**config.mk**
```make
export PLATFORM = sky130hd
export DESIGN_NAME = sdh_irq_status
export DESIGN_NICKNAME = d
export VERILOG_FILES = /design/src/rtl/sdh_irq_pkg.sv /design/src/rtl/sdh_stat_reg.sv /design/src/rtl/sdh_mask_reg.sv /design/src/rtl/sdh_irq_gen.sv /design/src/rtl/sdh_irq_status.sv
export SDC_FILE = /design/constraint.sdc
export NUM_CORES = 1
export LEC_CHECK = 0
export BUFFER_PORTS_ARGS = -buffer_cell sky130_fd_sc_hd__buf_2
export CAP_MARGIN = 25
export CORE_AREA = 10 10 99 92
export CTS_BUF_LIST = sky130_fd_sc_hd__clkbuf_16
export DETAILED_ROUTE_END_ITERATION = 7
export DIE_AREA = 0 0 109 102
export PLACE_DENSITY_LB_ADDON = 0.05
export REMOVE_ABC_BUFFERS = 1
export SYNTH_ARGS = -nofsm -noshare
export SYNTH_HDL_FRONTEND = slang
export SYNTH_SLANG_ARGS = --single-unit
```
**constraint.sdc**
```tcl
create_clock -name clk -period 2.2 [get_ports clk]
set_input_delay 0.33 -clock clk [delete_from_list [all_inputs] [get_ports clk]]
set_output_delay 0.33 -clock clk [all_outputs]
set_load 0.03 [all_outputs]
```
**src/rtl/sdh_irq_pkg.sv**
```systemverilog
package sdh_irq_pkg;
    localparam int STAT_W  = 32;
    localparam int SDIO_W  = 16;
    localparam int ADDR_W  = 3;

    // live level positions inside the main status word
    localparam int BIT_BUSY = 16;
    localparam int BIT_WP   = 17;
    localparam int BIT_CD   = 18;

    // sticky event bits 0..13 of the main status word
    localparam logic [STAT_W-1:0] MAIN_STICKY = 32'h0000_3FFF;
    // sticky bits of the SDIO status word, bit 0 is the card I/O interrupt
    localparam logic [SDIO_W-1:0] SDIO_STICKY = 16'h0007;
    localparam int SDIO_IO_BIT = 0;

    typedef enum logic [ADDR_W-1:0] {
        ADDR_STAT      = 3'd0,
        ADDR_MASK      = 3'd1,
        ADDR_SDIO_STAT = 3'd2,
        ADDR_SDIO_MASK = 3'd3,
        ADDR_TXN       = 3'd4
    } reg_addr_e;
endpackage

```
**src/rtl/sdh_stat_reg.sv**
```systemverilog
module sdh_stat_reg #(
    parameter int          W      = 32,
    parameter logic [W-1:0] STICKY = '1
) (
    input  logic         clk,
    input  logic         rst_n,
    input  logic [W-1:0] evt_i,
    input  logic         clr_we_i,
    input  logic [W-1:0] clr_data_i,
    output logic [W-1:0] stat_d_o,
    output logic [W-1:0] stat_q_o
);
    typedef struct packed {
        logic [W-1:0] stat;
    } state_t;

    state_t s_d, s_q;
    logic [W-1:0] keep;

    always_comb begin
        s_d  = s_q;
        keep = clr_we_i ? clr_data_i : '1;
        // new events win over an acknowledge in the same cycle
        s_d.stat = ((s_q.stat & keep) | evt_i) & STICKY;
    end

    always_ff @(posedge clk) begin
        if (!rst_n) s_q <= '0;
        else        s_q <= s_d;
    end

    assign stat_d_o = s_d.stat;
    assign stat_q_o = s_q.stat;
endmodule

```
**src/rtl/sdh_mask_reg.sv**
```systemverilog
module sdh_mask_reg #(
    parameter int           W   = 32,
    parameter logic [W-1:0] RST = '1
) (
    input  logic         clk,
    input  logic         rst_n,
    input  logic         we_i,
    input  logic [W-1:0] wdata_i,
    output logic [W-1:0] mask_d_o,
    output logic [W-1:0] mask_q_o
);
    typedef struct packed {
        logic [W-1:0] mask;
    } state_t;

    state_t s_d, s_q;

    always_comb begin
        s_d = s_q;
        if (we_i) s_d.mask = wdata_i;
    end

    always_ff @(posedge clk) begin
        if (!rst_n) s_q <= '{mask: RST};
        else        s_q <= s_d;
    end

    assign mask_d_o = s_d.mask;
    assign mask_q_o = s_q.mask;
endmodule

```
**src/rtl/sdh_irq_gen.sv**
```systemverilog
module sdh_irq_gen #(
    parameter int           W       = 32,
    parameter logic [W-1:0] IRQ_BITS = '1
) (
    input  logic         clk,
    input  logic         rst_n,
    input  logic [W-1:0] stat_d_i,
    input  logic [W-1:0] mask_d_i,
    input  logic [W-1:0] gate_d_i,
    output logic         irq_o
);
    typedef struct packed {
        logic irq;
    } state_t;

    state_t s_d, s_q;

    always_comb begin
        s_d     = s_q;
        // computed from next-state values so the line lines up with status
        s_d.irq = |(stat_d_i & ~mask_d_i & gate_d_i & IRQ_BITS);
    end

    always_ff @(posedge clk) begin
        if (!rst_n) s_q <= '0;
        else        s_q <= s_d;
    end

    assign irq_o = s_q.irq;
endmodule

```
**src/rtl/sdh_irq_status.sv**
```systemverilog
module sdh_irq_status
    import sdh_irq_pkg::*;
#(
    parameter int SW = STAT_W,
    parameter int DW = SDIO_W
) (
    input  logic              clk,
    input  logic              rst_n,
    input  logic [SW-1:0]     evt_i,
    input  logic [DW-1:0]     sdio_evt_i,
    input  logic              cmd_busy_i,
    input  logic              wr_prot_i,
    input  logic              card_present_i,
    input  logic              wr_en_i,
    input  logic [ADDR_W-1:0] wr_addr_i,
    input  logic [SW-1:0]     wr_data_i,
    input  logic [ADDR_W-1:0] rd_addr_i,
    output logic [SW-1:0]     rd_data_o,
    output logic              irq_o,
    output logic              sdio_irq_o
);
    localparam logic [SW-1:0] STICKY_M = SW'(MAIN_STICKY);
    localparam logic [DW-1:0] STICKY_S = DW'(SDIO_STICKY);

    typedef struct packed {
        logic [DW-1:0] txn;
    } top_state_t;

    top_state_t t_d, t_q;

    logic          we_stat, we_mask, we_sstat, we_smask, we_txn;
    logic [SW-1:0] stat_d, stat_q, mask_d, mask_q, stat_rd;
    logic [DW-1:0] sstat_d, sstat_q, smask_d, smask_q, sgate_d;

    always_comb begin
        we_stat  = wr_en_i && (wr_addr_i == ADDR_STAT);
        we_mask  = wr_en_i && (wr_addr_i == ADDR_MASK);
        we_sstat = wr_en_i && (wr_addr_i == ADDR_SDIO_STAT);
        we_smask = wr_en_i && (wr_addr_i == ADDR_SDIO_MASK);
        we_txn   = wr_en_i && (wr_addr_i == ADDR_TXN);

        t_d = t_q;
        if (we_txn) t_d.txn = wr_data_i[DW-1:0];

        // only the card I/O bit depends on transaction control
        sgate_d              = '1;
        sgate_d[SDIO_IO_BIT] = (t_d.txn == DW'(1));
    end

    always_ff @(posedge clk) begin
        if (!rst_n) t_q <= '0;
        else        t_q <= t_d;
    end

    sdh_stat_reg #(.W(SW), .STICKY(STICKY_M)) u_stat (
        .clk(clk), .rst_n(rst_n), .evt_i(evt_i),
        .clr_we_i(we_stat), .clr_data_i(wr_data_i),
        .stat_d_o(stat_d), .stat_q_o(stat_q)
    );

    sdh_mask_reg #(.W(SW), .RST('1)) u_mask (
        .clk(clk), .rst_n(rst_n), .we_i(we_mask), .wdata_i(wr_data_i),
        .mask_d_o(mask_d), .mask_q_o(mask_q)
    );

    sdh_irq_gen #(.W(SW), .IRQ_BITS(STICKY_M)) u_irq (
        .clk(clk), .rst_n(rst_n), .stat_d_i(stat_d), .mask_d_i(mask_d),
        .gate_d_i('1), .irq_o(irq_o)
    );

    sdh_stat_reg #(.W(DW), .STICKY(STICKY_S)) u_sstat (
        .clk(clk), .rst_n(rst_n), .evt_i(sdio_evt_i),
        .clr_we_i(we_sstat), .clr_data_i(wr_data_i[DW-1:0]),
        .stat_d_o(sstat_d), .stat_q_o(sstat_q)
    );

    sdh_mask_reg #(.W(DW), .RST('1)) u_smask (
        .clk(clk), .rst_n(rst_n), .we_i(we_smask), .wdata_i(wr_data_i[DW-1:0]),
        .mask_d_o(smask_d), .mask_q_o(smask_q)
    );

    sdh_irq_gen #(.W(DW), .IRQ_BITS(STICKY_S)) u_sirq (
        .clk(clk), .rst_n(rst_n), .stat_d_i(sstat_d), .mask_d_i(smask_d),
        .gate_d_i(sgate_d), .irq_o(sdio_irq_o)
    );

    always_comb begin
        stat_rd           = stat_q;
        stat_rd[BIT_BUSY] = cmd_busy_i;
        stat_rd[BIT_WP]   = wr_prot_i;
        stat_rd[BIT_CD]   = card_present_i;
        case (rd_addr_i)
            ADDR_STAT:      rd_data_o = stat_rd;
            ADDR_MASK:      rd_data_o = mask_q;
            ADDR_SDIO_STAT: rd_data_o = SW'(sstat_q);
            ADDR_SDIO_MASK: rd_data_o = SW'(smask_q);
            ADDR_TXN:       rd_data_o = SW'(t_q.txn);
            default:        rd_data_o = '0;
        endcase
    end
endmodule

```
Yosys cells after proc, flatten, opt, wreduce, memory -nomap -nowiden
Cells that the tools add are included.
- register bits: 83
- input port bits: 92
- output and inout port bits: 34
- word-level logic and storage cells: 40
- equality and inequality tests: 9
- muxes and demuxes: 6
- bitwise operators: 9
- reduce and logical (&&, ||, !) cells: 9
- operators by type and width (cell ; number):
    case mux 32 bit (5 select lines) ; 1
    two-way mux 16 bit ; 2
    two-way mux 32 bit ; 1
    bitwise AND 14 bit ; 2
    equality test 16 x 1 -> 1 bit (second input constant) ; 1
    two-way mux 14 bit ; 1
    inverter 14 bit ; 1
    bitwise OR 14 bit ; 1
    OR reduction 14 bit ; 1
    equality test 3 x 2 -> 1 bit (second input constant) ; 4
    bitwise AND 3 bit ; 3
    equality test 3 x 1 -> 1 bit (second input constant) ; 2
    equality test 3 bit (second input constant) ; 2
    zero test 3 bit ; 2
    logical AND 1 bit ; 5
    two-way mux 3 bit ; 1
    inverter 3 bit ; 1
    bitwise OR 3 bit ; 1
    OR reduction 3 bit ; 1

Longest topological paths before layout
- depth in word-level cells: 8
- mapped depth: 7
- mapped depth without buffers: 5

Cells and area by module
Synthesis repeated with hierarchy kept, for this count alone.
- cells, all modules: 542
- area, all modules: 5332.6 um^2
- modules (own cells, without submodules) (module ; instances ; cells each ; area each (um^2) ; sequential area each (um^2)):
    sdh_irq_status ; 1 ; 205 ; 1747.9 ; 320.3
    sdh_mask_reg at u_mask ; 1 ; 104 ; 1400.1 ; 640.6
    sdh_stat_reg at u_stat ; 1 ; 109 ; 969.7 ; 280.3
    sdh_mask_reg at u_smask ; 1 ; 52 ; 676.9 ; 320.3
    sdh_stat_reg at u_sstat ; 1 ; 42 ; 345.3 ; 60.1
    sdh_irq_gen at u_irq ; 1 ; 25 ; 141.4 ; 20.0
    sdh_irq_gen at u_sirq ; 1 ; 5 ; 51.3 ; 20.0

Worst setup path before layout
OpenSTA, ideal clock, no wires.
- kind: in2out
- start: input port rd_addr_i[2]
- end: output port rd_data_o[11]
- arrival time: 1.465 ns
- required time: 1.870 ns
- setup slack: 0.405 ns
- stages on the path: 5
- buffers on the path: 1
- path through: nand2b_1 nor2_1 clkbuf_1 a22oi_1 nand2_1
- longest elaborated chain between the ends: 2
- elaborated cells between the ends (all ways): 6
- classes of those cells: eq/ne: 4; mux: 1; reduce/logical: 1
- RTL lines (what ; RTL line ; text):
    from (decl) ; sdh_irq_status.sv:17 ; input logic [ADDR_W-1:0] rd_addr_i,
    equality test 3 bit, or another cell as far along ; sdh_irq_status.sv:92 ; case (rd_addr_i)
    case mux 32 bit (5 select lines) * ; sdh_irq_status.sv:92 ;
    to (decl) ; sdh_irq_status.sv:18 ; output logic [SW-1:0] rd_data_o,
Every way passes the cells marked *; elsewhere a longest branch is shown, timed or not.

Worst setup path in the final report
- start: input port rd_addr_i[2]
- end: output port rd_data_o[10]
Same word-level chain as after synthesis.

==> summary.md <==
| Metric | Value |
|---|---|
| Crit. End Element | `output pin` |
| Sequential share of the synthesized area | `0.4459` |
| CTS buffer count | `9` |
| Largest net degree at the start of global routing | `46` |
| Cell Rows | `29` |
| Post-Synth Adder-Cell Area | `0` |
| Syn Std Cell Area | `3726 um2` |
| Root Driver | `clkbuf_16` |
| RSZ-0062 raised after global routing | `no` |
| Clock Skew | `0.004474 ns` |
| Post-CTS Setup Inserts | `0` |
| DIE AREA | `11,120 um2` |
| Worst-path clk slew | `0.06 ns` |
| Max Cap Viol | `0` |
| Worst-Skew Late Latency | `between 0.3 and 0.4 ns` |
| Port bufs | `94` |
| Yosys cell types | `36` |
| Die Wd | `about 110 um` |
| Largest family of logic cells by synthesized area | `simple AND/OR/NAND/NOR gates` |
| Met1 GRT Util | `0.2396` |
| Initial core utilization | `0.5321` |
| Worst r2r src | `u_stat.stat_q_o[3]` |
| Gr usage total | `0.1952` |
| First-pass GRT wire length | `17.38 mm` |
| Yosys warnings | `0` |
| Finished Cell Area | `4652 um2` |
| Placer Congestion | `0.8300` |
| DR WL/cell | `16.42 um` |
| Layout Cells excl Fill | `652` |
| # diodes | `0` |
| Endpoints failing hold | `0` |
| Worst setup path endpoint | `rd_data_o[10]` |
| Initial antenna violation count | `0` |
| Leak | `between 2 and 2.5 nW` |
| Global route overflow | `0` |
| Cell count after synthesis | `459` |
| Total I/O pin count | `126` |
| Post-Synth Simple-Gate Area | `0.2881` |
| Most used cells in the layout excluding fill and tap cells | `nand2_1, buf_2, dfxtp_1, nor2_1, nand3_1` |
| Area after DPL | `4334 um2` |
| Final setup fails | `0` |
| Fmax | `about 0.52 GHz` |
| Detail-routed via count per cell | `5.466` |
| Post-cts hold buffer count | `0` |
| Final Max Slew Viols | `0` |
| Setup CP Type | `input pin to output pin` |
| R2r setup slk | `between 0.7 and 0.8 ns` |
| NumNets Final | `approximately 650` |
| DRT antenna net count | `0` |
| Sink Count | `83` |
| DP Wirelength | `between 7 and 8 mm` |
| Core Box Area | `7003 um2` |
| M2 GR Usage | `0.3144` |
| Commonest non-fill, non-tap cell in the layout | `nand2_1` |
| Relative slew slack | `0.5359` |
| CP max FO | `11` |
| TritonCTS clock tree | `yes` |
| Vias in the first global route | `3,553` |
| XOR/XNOR Fraction of Synth Area | `0` |
| Slew @ Worst Pin | `between 0.6 and 0.7 ns` |
| Avg Synthesized Cell Area | `8.118 um2` |
| Hold Path Class | `input pin to flop` |
| Maximum vdd drop | `between 0.4 and 0.5 mV` |
| H-tree depth | `3` |
| #FFs+latches synth | `83` |
| Ratio of cells with drive above 1 in the final layout | `0.2290` |
| Drt total wl | `10.71 mm` |
| Critical Path RT | `1.87 ns` |
| Worst Path Arrival | `about 1.6 ns` |
| CTS max path bufs | `2` |
| Period utilization | `0.8747` |
| Crit path launch | `rd_addr_i[2]` |
| DIE HEIGHT | `a little over 100 um` |
| Status | `finished clean` |
| Busiest grt layer | `met2` |
| Met3 usage | `0.06860` |
| Cell depth of the worst flop-to-flop path | `5` |
| Via count | `approximately 3,600` |
| Minimum clock period | `slightly below 2 ns` |
| CP Launch Type | `input pin` |
| PD cells | `about 800 nW/um2` |
| Multiplexer area fraction after synthesis | `0.06716` |
| Iteration-0 DRC Markers | `198` |
| Pre-antenna DRT Iters | `5` |
| Compound-Gate Fraction of Synth Area | `0.1605` |
| DRC | `0` |
| Cells after DPL | `637` |
| Worst R2R End | `u_irq.irq_o` |
| Synth-to-Final Area Change | `24.85%` |
## layout make-up
cell class                      instances  area (um2)
Timing Repair Buffer                  112       618.1
Clock inverter                          6       83.83
Sequential cell                        83        1662
Clock buffer                            9       225.2
Fill cell                             609        2351
Inverter                                3       11.26
Multi-Input combinational cell        346        1936
Tap cell                               93       116.4
## repair_timing
action                     CTS  global route
setup endpoints to repair   10             0
hold endpoints to repair     0             0
resized for setup            2             0
## Yosys cell counts
cell type,instances,area [um2]
nand4b_1,1,8.760
nand2_1,122,457.9
o21a_1,8,60.06
o21ai_1,2,10.01
clkbuf_1,19,71.32
a21boi_0,2,15.01
nor4b_2,1,15.01
a22oi_1,28,210.2
nor4_1,3,18.77
buf_2,5,25.02
a21oi_1,15,75.07
o21ai_0,6,30.03
mux2i_1,25,250.2
dfxtp_1,83,1662
and3b_1,1,8.760
or4_1,1,7.510
o211ai_1,2,15.01
nand2b_1,2,12.51
and4bb_1,1,12.51
nor2b_1,2,12.51
inv_1,3,11.26
a21boi_1,17,127.6
nor2_1,30,112.6
nor3b_1,1,7.510
nand3_1,29,145.1
nand3b_1,2,15.01
o22ai_1,3,18.77
nand4_1,4,25.02
nor3_1,6,30.03
and2_1,26,162.7
buf_12,1,20.02
a22o_1,3,26.28
a41o_1,1,10.01
buf_4,2,15.01
nand4bb_1,1,11.26
and4b_1,1,10.01
## state kept, by name, summed over array words and instances, names as in the netlist
signal,cells
u_stat.stat_q_o,14
u_irq.irq_o,1
u_sstat.stat_q_o,3
u_smask.mask_q_o,16
u_mask.mask_q_o,32
t_q,16
u_sirq.irq_o,1
## power breakdown
part	switching (W)	internal, W	leakage [nW]	total, W
combinational	0.000304	0.000189	1.30	0.000493
clock	0.000578	0.000981	0.154	0.00156
sequential	0.0000308	0.00156	0.680	0.00159
total	0.000913	0.00273	2.13	0.00365
## how the worst min path moves through the flow
stage / cells past startpoint / slack [ns] / start / end
2_1_floorplan: 1 / 0.39 / rst_n / u_mask.mask_q_o[0]
3_3_place_gp: 2 / 0.44 / u_mask.mask_q_o[25] / u_mask.mask_q_o[25]
3_5_place_dp: 2 / 0.45 / u_mask.mask_q_o[26] / u_mask.mask_q_o[26]
4_1_cts: 3 / 0.20 / wr_data_i[25] / u_mask.mask_q_o[25]
5_1_grt: 3 / 0.21 / wr_data_i[19] / u_mask.mask_q_o[19]
6_report: 3 / 0.20 / wr_data_i[25] / u_mask.mask_q_o[25]
## through the flow
stage          hold slack [ns]  setup TNS, ns  worst slack, ns  total power (W)    util
3_5_place_dp            0.4456       -0.09269         -0.03274         0.002117  0.6189
2_1_floorplan           0.3919              0           0.1025         0.001892       -
4_1_cts                 0.2017              0           0.2513         0.003670  0.6643
3_3_place_gp            0.4408      -0.004217        -0.004217         0.002105  0.6189
6_report                0.2031              0           0.2758         0.003646  0.6643
5_1_grt                 0.2096              0           0.1322         0.003791  0.6643
## kinds of logic (layout without fill, tap and decap cells)
kind of cell,count (synthesis),after routing
multiplexers,25,25
flip-flops,83,83
buffers and inverters,30,130
AO/OA/AOI/OAI,87,87
AND/OR/NAND/NOR,234,234
## critical path, stage by stage
cell and delay, ns:
buf_2 0.15, nand2b_1 0.18, nor2_2 0.43, a22oi_1 0.21, nand2_1 0.09, buf_2 0.20
## per-layer routing
metal / vias up / part of all wire
li1: 1769 / -
met3: 14 / 0.091
met2: 116 / 0.47
met4: 0 / 0.018
met1: 1665 / 0.42
met5: - / 0
Power figures use the tool's default switching activity.
